`config.mk`:
```
export PLATFORM = sky130hd
export DESIGN_NAME = vec_half_arith
export DESIGN_NICKNAME = d
export VERILOG_FILES = /design/src/rtl/vha_pkg.sv /design/src/rtl/vha_decode.sv /design/src/rtl/vha_lane.sv /design/src/rtl/vha_datapath.sv /design/src/rtl/vec_half_arith.sv
export SDC_FILE = /design/constraint.sdc
export NUM_CORES = 1
export LEC_CHECK = 0
export BUFFER_PORTS_ARGS = -buffer_cell sky130_fd_sc_hd__buf_2
export CORE_MARGIN = 2
export CORE_UTILIZATION = 35
export DETAILED_ROUTE_END_ITERATION = 8
export PLACE_DENSITY = 0.6
export SYNTH_ARGS = -nofsm -noshare
export SYNTH_HDL_FRONTEND = slang
export SYNTH_SLANG_ARGS = --single-unit
```
`constraint.sdc`:
```
create_clock -name clk -period 9.9 [get_ports clk]
set_clock_uncertainty 0.1 [all_clocks]
set_input_delay 2.475 -clock clk [delete_from_list [all_inputs] [get_ports clk]]
set_output_delay 2.475 -clock clk [all_outputs]
set_load 0.03 [all_outputs]
```
`src/rtl/vha_pkg.sv`:
```
package vha_pkg;
    localparam int VEC_W  = 128;
    localparam int HALF_W = VEC_W / 2;
    localparam int FLD_W  = 4;
    localparam int IDX_W  = FLD_W + 1;
    localparam int N_SZ   = 3;

    typedef enum logic [1:0] {
        SZ_B   = 2'd0,
        SZ_H   = 2'd1,
        SZ_W   = 2'd2,
        SZ_RSV = 2'd3
    } lane_sz_e;

    typedef struct packed {
        logic             sub;
        logic             uns;
        lane_sz_e         size;
        logic             wide;
        logic [IDX_W-1:0] dst;
        logic [IDX_W-1:0] src_a;
        logic [IDX_W-1:0] src_b;
        logic             undef;
    } dec_t;

    function automatic logic [IDX_W-1:0] join_idx(input logic hi, input logic [FLD_W-1:0] fld);
        return {hi, fld};
    endfunction
endpackage

```
`src/rtl/vha_decode.sv`:
```
module vha_decode
    import vha_pkg::*;
(
    input  logic             sub,
    input  logic             uns,
    input  logic [1:0]       size,
    input  logic             wide,
    input  logic             d_hi,
    input  logic [FLD_W-1:0] d_fld,
    input  logic             a_hi,
    input  logic [FLD_W-1:0] a_fld,
    input  logic             b_hi,
    input  logic [FLD_W-1:0] b_fld,
    output dec_t             dec
);
    logic odd_idx;

    always_comb begin
        odd_idx    = d_fld[0] | a_fld[0] | b_fld[0];
        dec.sub    = sub;
        dec.uns    = uns;
        dec.size   = lane_sz_e'(size);
        dec.wide   = wide;
        dec.dst    = join_idx(d_hi, d_fld);
        dec.src_a  = join_idx(a_hi, a_fld);
        dec.src_b  = join_idx(b_hi, b_fld);
        dec.undef  = (lane_sz_e'(size) == SZ_RSV) | (wide & odd_idx);
    end
endmodule

```
`src/rtl/vha_lane.sv`:
```
module vha_lane #(
    parameter int W = 8
) (
    input  logic [W-1:0] a,
    input  logic [W-1:0] b,
    input  logic         sub,
    input  logic         uns,
    output logic [W-1:0] y
);
    logic [W:0] ea, eb, wide_sum;

    always_comb begin
        ea       = {~uns & a[W-1], a};
        eb       = {~uns & b[W-1], b};
        wide_sum = sub ? (ea - eb) : (ea + eb);
        y        = wide_sum[W:1];
    end
endmodule

```
`src/rtl/vha_datapath.sv`:
```
module vha_datapath
    import vha_pkg::*;
(
    input  logic [VEC_W-1:0] opa,
    input  logic [VEC_W-1:0] opb,
    input  dec_t             dec,
    output logic [VEC_W-1:0] res
);
    logic [N_SZ-1:0][VEC_W-1:0] res_sz;
    logic [VEC_W-1:0]           picked;

    for (genvar k = 0; k < N_SZ; k++) begin : g_sz
        localparam int LW = 8 << k;
        localparam int NL = VEC_W / LW;
        for (genvar i = 0; i < NL; i++) begin : g_ln
            vha_lane #(.W(LW)) u_lane (
                .a   (opa[i*LW +: LW]),
                .b   (opb[i*LW +: LW]),
                .sub (dec.sub),
                .uns (dec.uns),
                .y   (res_sz[k][i*LW +: LW])
            );
        end
    end

    always_comb begin
        case (dec.size)
            SZ_B:    picked = res_sz[0];
            SZ_H:    picked = res_sz[1];
            SZ_W:    picked = res_sz[2];
            default: picked = '0;
        endcase
        res = dec.wide ? picked : {{HALF_W{1'b0}}, picked[HALF_W-1:0]};
    end
endmodule

```
`src/rtl/vec_half_arith.sv`:
```
module vec_half_arith
    import vha_pkg::*;
(
    input  logic              clk,
    input  logic              rst,
    input  logic              in_valid,
    input  logic              ctl_sub,
    input  logic              ctl_uns,
    input  logic [1:0]        ctl_size,
    input  logic              ctl_wide,
    input  logic              idx_dst_hi,
    input  logic [3:0]        idx_dst,
    input  logic              idx_a_hi,
    input  logic [3:0]        idx_a,
    input  logic              idx_b_hi,
    input  logic [3:0]        idx_b,
    input  logic [127:0]      opa,
    input  logic [127:0]      opb,
    output logic              out_valid,
    output logic              out_we,
    output logic              out_undef,
    output logic [4:0]        out_dst,
    output logic [4:0]        out_src_a,
    output logic [4:0]        out_src_b,
    output logic [127:0]      out_res
);
    dec_t             dec;
    logic [VEC_W-1:0] dp_res;
    logic             wide_q;

    vha_decode u_dec (
        .sub   (ctl_sub),
        .uns   (ctl_uns),
        .size  (ctl_size),
        .wide  (ctl_wide),
        .d_hi  (idx_dst_hi),
        .d_fld (idx_dst),
        .a_hi  (idx_a_hi),
        .a_fld (idx_a),
        .b_hi  (idx_b_hi),
        .b_fld (idx_b),
        .dec   (dec)
    );

    vha_datapath u_dp (
        .opa (opa),
        .opb (opb),
        .dec (dec),
        .res (dp_res)
    );

    always_ff @(posedge clk) begin
        if (rst) begin
            out_valid <= 1'b0;
            out_we    <= 1'b0;
            out_undef <= 1'b0;
            out_dst   <= '0;
            out_src_a <= '0;
            out_src_b <= '0;
            out_res   <= '0;
            wide_q    <= 1'b0;
        end else begin
            out_valid <= in_valid;
            out_we    <= in_valid & ~dec.undef;
            out_undef <= in_valid & dec.undef;
            if (in_valid) begin
                out_dst   <= dec.dst;
                out_src_a <= dec.src_a;
                out_src_b <= dec.src_b;
                out_res   <= dec.undef ? '0 : dp_res;
                wide_q    <= dec.wide;
            end
        end
    end

    AST_LATENCY: assert property (@(posedge clk) disable iff (rst)
        in_valid |=> out_valid);
    AST_NO_SPURIOUS: assert property (@(posedge clk) disable iff (rst)
        !in_valid |=> !out_valid);
    AST_UNDEF_BLOCKS_WE: assert property (@(posedge clk) disable iff (rst)
        out_undef |-> (out_valid && !out_we && out_res == '0));
    AST_RSV_SIZE: assert property (@(posedge clk) disable iff (rst)
        (in_valid && ctl_size == 2'b11) |=> out_undef);
    AST_ODD_WIDE: assert property (@(posedge clk) disable iff (rst)
        (in_valid && ctl_wide && (idx_a[0] || idx_b[0] || idx_dst[0])) |=> out_undef);
    AST_NARROW_UPPER: assert property (@(posedge clk) disable iff (rst)
        (out_valid && !wide_q) |-> out_res[127:64] == '0);
endmodule

```
### Word-level counts from Yosys, hierarchy flattened

Cells that the tools add are included.

| storage, ports and cells | value |
|---|---|
| flip-flop bits (word level) | 146 |
| bits of input ports | 279 |
| logic and storage cells | 138 |

| operators by class | value |
|---|---|
| $add $sub $neg | 56 |
| eq/ne operators | 3 |
| mux-type cells | 31 |
| bitwise gates (word level) | 40 |
| reductions and logical operators | 1 |

Operators by type and width:

| kind | count |
|---|---|
| $pmux W128 S3 | 1 |
| $mux W128 | 2 |
| $add A9 B9 Y9 | 16 |
| $mux W9 | 16 |
| $sub A9 B9 Y9 | 16 |
| $add A17 B17 Y17 | 8 |
| $mux W17 | 8 |
| $sub A17 B17 Y17 | 8 |
| $add A33 B33 Y33 | 4 |
| $mux W33 | 4 |
| $sub A33 B33 Y33 | 4 |
| $and A1 B1 Y1 | 35 |
| $eq A2 B2 Y1 const B | 2 |
| $or A1 B1 Y1 | 3 |
| $eq A2 B1 Y1 const B | 1 |
| $logic_not A2 Y1 | 1 |
| $not A1 Y1 | 2 |

### Depth between registers and ports, before layout

| depth | value |
|---|---|
| word-level depth | 7 |
| depth in mapped cells | 19 |
| gate-level depth less buffers | 18 |

### By module

A second synthesis with hierarchy kept.

| second synthesis, totals | value |
|---|---|
| cells, all modules | 4958 |
| area total of the unflattened synthesis | 37159.4 um^2 |

By module, submodules not included:

| module | instances | cells each | area each (um^2) | seq. area each (um^2) |
|---|---|---|---|---|
| vha_lane (u_dp.g_sz[1].g_ln[0].u_lane ...) | 8 | 159 | 1127.3 | 0.0 |
| vha_lane (u_dp.g_sz[0].g_ln[0].u_lane ...) | 16 | 70 | 536.8 | 0.0 |
| vec_half_arith | 1 | 623 | 5840.6 | 2922.8 |
| vha_lane (u_dp.g_sz[2].g_ln[1].u_lane ...) | 2 | 373 | 2561.2 | 0.0 |
| vha_datapath | 1 | 506 | 3827.4 | 0.0 |
| vha_lane (u_dp.g_sz[2].g_ln[3].u_lane) | 1 | 351 | 2354.8 | 0.0 |
| vha_lane (u_dp.g_sz[2].g_ln[0].u_lane) | 1 | 317 | 2242.2 | 0.0 |
| vha_decode | 1 | 23 | 165.2 | 0.0 |

### Worst setup path before layout

OpenSTA, ideal clock, no wires.

| timing path | value |
|---|---|
| kind | input port to flip-flop |
| start point | input port ctl_sub |
| end point | register out_res[95] |
| arrival time | 6.254 ns |
| data required time | 9.684 ns |
| slack | 3.429 ns |
| cell stages on the path | 15 |
| path buffers | 4 |
| path through | clkbuf_8 -> clkbuf_1 -> clkbuf_1 -> buf_1 -> mux2_2 -> fa_1 -> nand2b_1 -> a21o_1 -> a31oi_1 -> a21bo_1 -> a21oi_1 -> o31ai_1 -> a21oi_1 -> or3_1 -> a31o_2 |

| between the ends | value |
|---|---|
| word-level cells in the longest chain between the ends | 4 |
| elaborated cells between the ends (all ways) | 6 |
| those cells by class | 6 x mux |

Ends and longest elaborated chain:

| element | line | RTL |
|---|---|---|
| start, declared | vec_half_arith.sv:7 | `input logic ctl_sub,` |
| $mux W33, or another cell as far along | vha_lane.sv:15 | `wide_sum = sub ? (ea - eb) : (ea + eb);` |
| $pmux W128 S3 * | vha_datapath.sv:27 | `case (dec.size)` |
| $mux W128 * | vha_datapath.sv:33 | `res = dec.wide ? picked : {{HALF_W{1'b0}}, picked[HALF_W-1:0]};` |
| $mux W128 * | vec_half_arith.sv:70 | `out_res <= dec.undef ? '0 : dp_res;` |
| end signal, assigned | vec_half_arith.sv:70 |  |
| end, declared | vec_half_arith.sv:25 | `output logic [127:0] out_res` |

Mark *: on every way between the ends. The rest lies on a longest branch, timed or not.
A chain may end at the register's enable or synchronous reset.

### Final worst setup path

| timing path | value |
|---|---|
| start point | input port opb[8] |
| end point | register out_res[31] |

| between the ends | value |
|---|---|
| word-level cells in the longest chain between the ends | 5 |
| elaborated cells between the ends (all ways) | 6 |
| those cells by class | 2 x add/sub; 4 x mux |

Ends and longest elaborated chain:

| element | line | RTL |
|---|---|---|
| start, declared | vec_half_arith.sv:18 | `input logic [127:0] opb,` |
| $add A33 B33 Y33 or $sub A33 B33 Y33 (tied branches) | vha_lane.sv:15 |  |
| $mux W33 * | vha_lane.sv:15 |  |
| $pmux W128 S3 * | vha_datapath.sv:27 |  |
| $mux W128 * | vha_datapath.sv:33 |  |
| $mux W128 * | vec_half_arith.sv:70 |  |

Marks and branches as above.

==> flow_summary.json <==
{
  "period_needed_ps": 7190,
  "htreeDepth": 4,
  "fin_area_mm2": 0.0263,
  "required_ps": 10200,
  "end_kind": "register",
  "cp-start-kind": "primary input",
  "placed_cells": 4271,
  "start_util_pct": 35.3,
  "dp_slack_ps": 2150,
  "cts_tree": "done",
  "die_x_um": 259,
  "synth_nets": 3640,
  "clockBufferDepth": 2,
  "instances_no_fill": 4315,
  "cp_max_fo": 8,
  "relSlewSlack_pct": 13.3,
  "seq_area_frac_synth_pct": 12.9,
  "place.port_buffers": 424,
  "cts_hold_buf": 0,
  "drv_slew": 0,
  "firstDrtPassIters": 5,
  "area_growth_pct": 15.5,
  "ys_top_cells_by_area": "ha_1 (14%), dfxtp_1 (13%), xnor2_1 (12%)",
  "cts.clk_slew.worst_paths_ps": 70,
  "synth_top_area_cell": "ha_1",
  "coreArea_mm2": 0.0643,
  "worstPathArrival_ps": 7490,
  "cellPowerDensity_mw_per_mm2": 121,
  "post_cts_resized": 0,
  "yosysTopAreaCellShare_pct": 14.1,
  "drive_above_1_share_pct": 15.6,
  "ios": 425,
  "die_h_um": 259,
  "grt_pass1_vias": 22966,
  "hpwl_um": 70700,
  "cts_made_buffers": 17,
  "avgSynthCellArea_um2": 7.36,
  "setup_tns_ps": 0,
  "cts.sinks": 146,
  "detail_route.vias_per_cell": 5.62,
  "grt_max_degree": 120,
  "rsz0062_at_grt": "false",
  "post_drt_wl_per_cell_um": 20.5,
  "ir_drop_mv": 0.149,
  "hold_viol": 0,
  "yosysUniqueCellTypes": 94,
  "yosysWarnings": 0,
  "setup_viol": 0,
  "clk_latency_ps": 500,
  "finalWirelength_um": 88300,
  "grt_pass1_wl_um": 134000,
  "cts-root-buf": "clkbuf_16",
  "status": "finished clean",
  "maxCapViolCount": 0,
  "cts_setup_buffers": 0,
  "worst_pin_slew_ps": 1280,
  "ant_nets": 0,
  "fmaxAchievable_ghz": 0.139,
  "ys_ff_latch": 146,
  "rows": 93,
  "syn_inst": 3089,
  "fin_crit_sh_pct": 72.7,
  "vias": 24254,
  "drcViolationCount": 0,
  "layout_setup_ws_ps": 2710,
  "async_reset_ff_share_pct": 0,
  "hp-class": "register to register",
  "place_area_mm2": 0.0256,
  "power_mw": 3.17,
  "ys.flop_type": "dfxtp_1",
  "gr-total-overflow": 0,
  "routabilityCongestion": 0.952,
  "power_leakage_nw": 11.7,
  "synth_area_mm2": 0.0227,
  "dieArea_mm2": 0.0670,
  "antenna_found_initial": 19,
  "nNetsFinal": 3986,
  "drt-initial-drc-count": 1907,
  "critPathKind": "primary input to register",
  "synth_edf_count": 0,
  "grt_usage_pct": 25.8
}
## routing by layer
metal  share of wire, %  GRT usage, %
met1                 42          32.2
met5               0.12             0
met2                 47          43.7
met4                3.7          10.9
met3                6.7          4.24
## area by class of cell
type                       instances  area (um^2)
multi-input combinational       2696        18800
clock buffer                      18          439
clock inverter                    13          151
sequential                       146         2920
fill                            6787        38100
antenna                           13         32.5
tap                              855         1070
inverter                         125          469
timing repair buffer             449         2330
## cells in the mapped netlist (21+ instances only)
library cell / instances
a211oi_1: 25
a21o_1: 92
a21oi_1: 310
a22oi_1: 40
a31oi_1: 36
clkbuf_1: 99
dfxtp_1: 146
ha_1: 256
inv_1: 123
mux2_2: 21
mux2i_1: 30
nand2_1: 205
nand2b_1: 48
nand3_1: 38
nand4_1: 21
nor2_1: 348
nor2b_1: 53
nor3_1: 66
nor4_1: 21
o21a_1: 30
o21ai_0: 226
o21bai_1: 34
xnor2_1: 307
xor2_1: 150
## power by group
part / internal [mW] / switching [mW]
registers: 0.619 / 0.0200
logic: 0.727 / 1.09
clock network: 0.380 / 0.339
## registers in the layout (all words and copies together) (netlist names)
signal     count
out_res      128
out_dst        5
out_src_a      5
out_src_b      5
out_undef      1
out_valid      1
out_we         1
## cell families after synthesis
group                    Yosys count  share of synthesized area (%)
AO/OA/AOI/OAI                   1003                           28.0
AND/OR/NAND/NOR                  913                           19.3
XOR/XNOR                         457                           17.6
adder cells (fa/ha/maj)          272                           15.5
buffers and inverters            247                           4.35
flip-flops                       146                           12.9
multiplexers                      51                           2.36
## per-stage QoR
step                hold WS, ps  util (%)
CTS                         344      40.7
finish                      343      40.8
floorplan                   467         -
global placement            324      39.8
detailed placement          333      39.8
global route                383      40.8
## path summary, 6_finish.rpt
path | slack (ps) | end | startpoint | cells past startpoint
setup reg to reg | 8580 | out_res[95] | out_res[95] | 5
hold reg to reg | 340 | out_res[85] | out_res[85] | 2
setup / recovery | 2710 | out_res[31] | opb[8] | 14
hold / removal | 340 | out_res[85] | out_res[85] | 2
## worst max-delay path: stages
cell and delay [ps]:
buf_2 140, inv_1 90, ha_1 220, nand3b_1 160, nor4_1 990, a41oi_1 780, xnor2_1 320, ha_1 500
nand3_1 130, or3_1 370, o21ai_0 570, a31oi_1 250, mux2i_1 190, a211o_1 300
## layout by cell type, fill, tap and decap left out, types with 34 or more instances in the layout
master,netlist,final
inv_1,123,123
nor2_1,348,346
buf_2,0,423
ha_1,256,256
a21oi_1,310,310
nand2_1,205,205
o21ai_0,226,226
xor2_1,150,150
nand3_1,38,38
nand2b_1,48,48
nor3_1,66,66
a22oi_1,40,40
a21o_1,92,92
nor2b_1,53,53
xnor2_1,307,307
dfxtp_1,146,146
a31oi_1,36,36
o21bai_1,34,34
No activity file was read; power rests on OpenSTA's default activity.
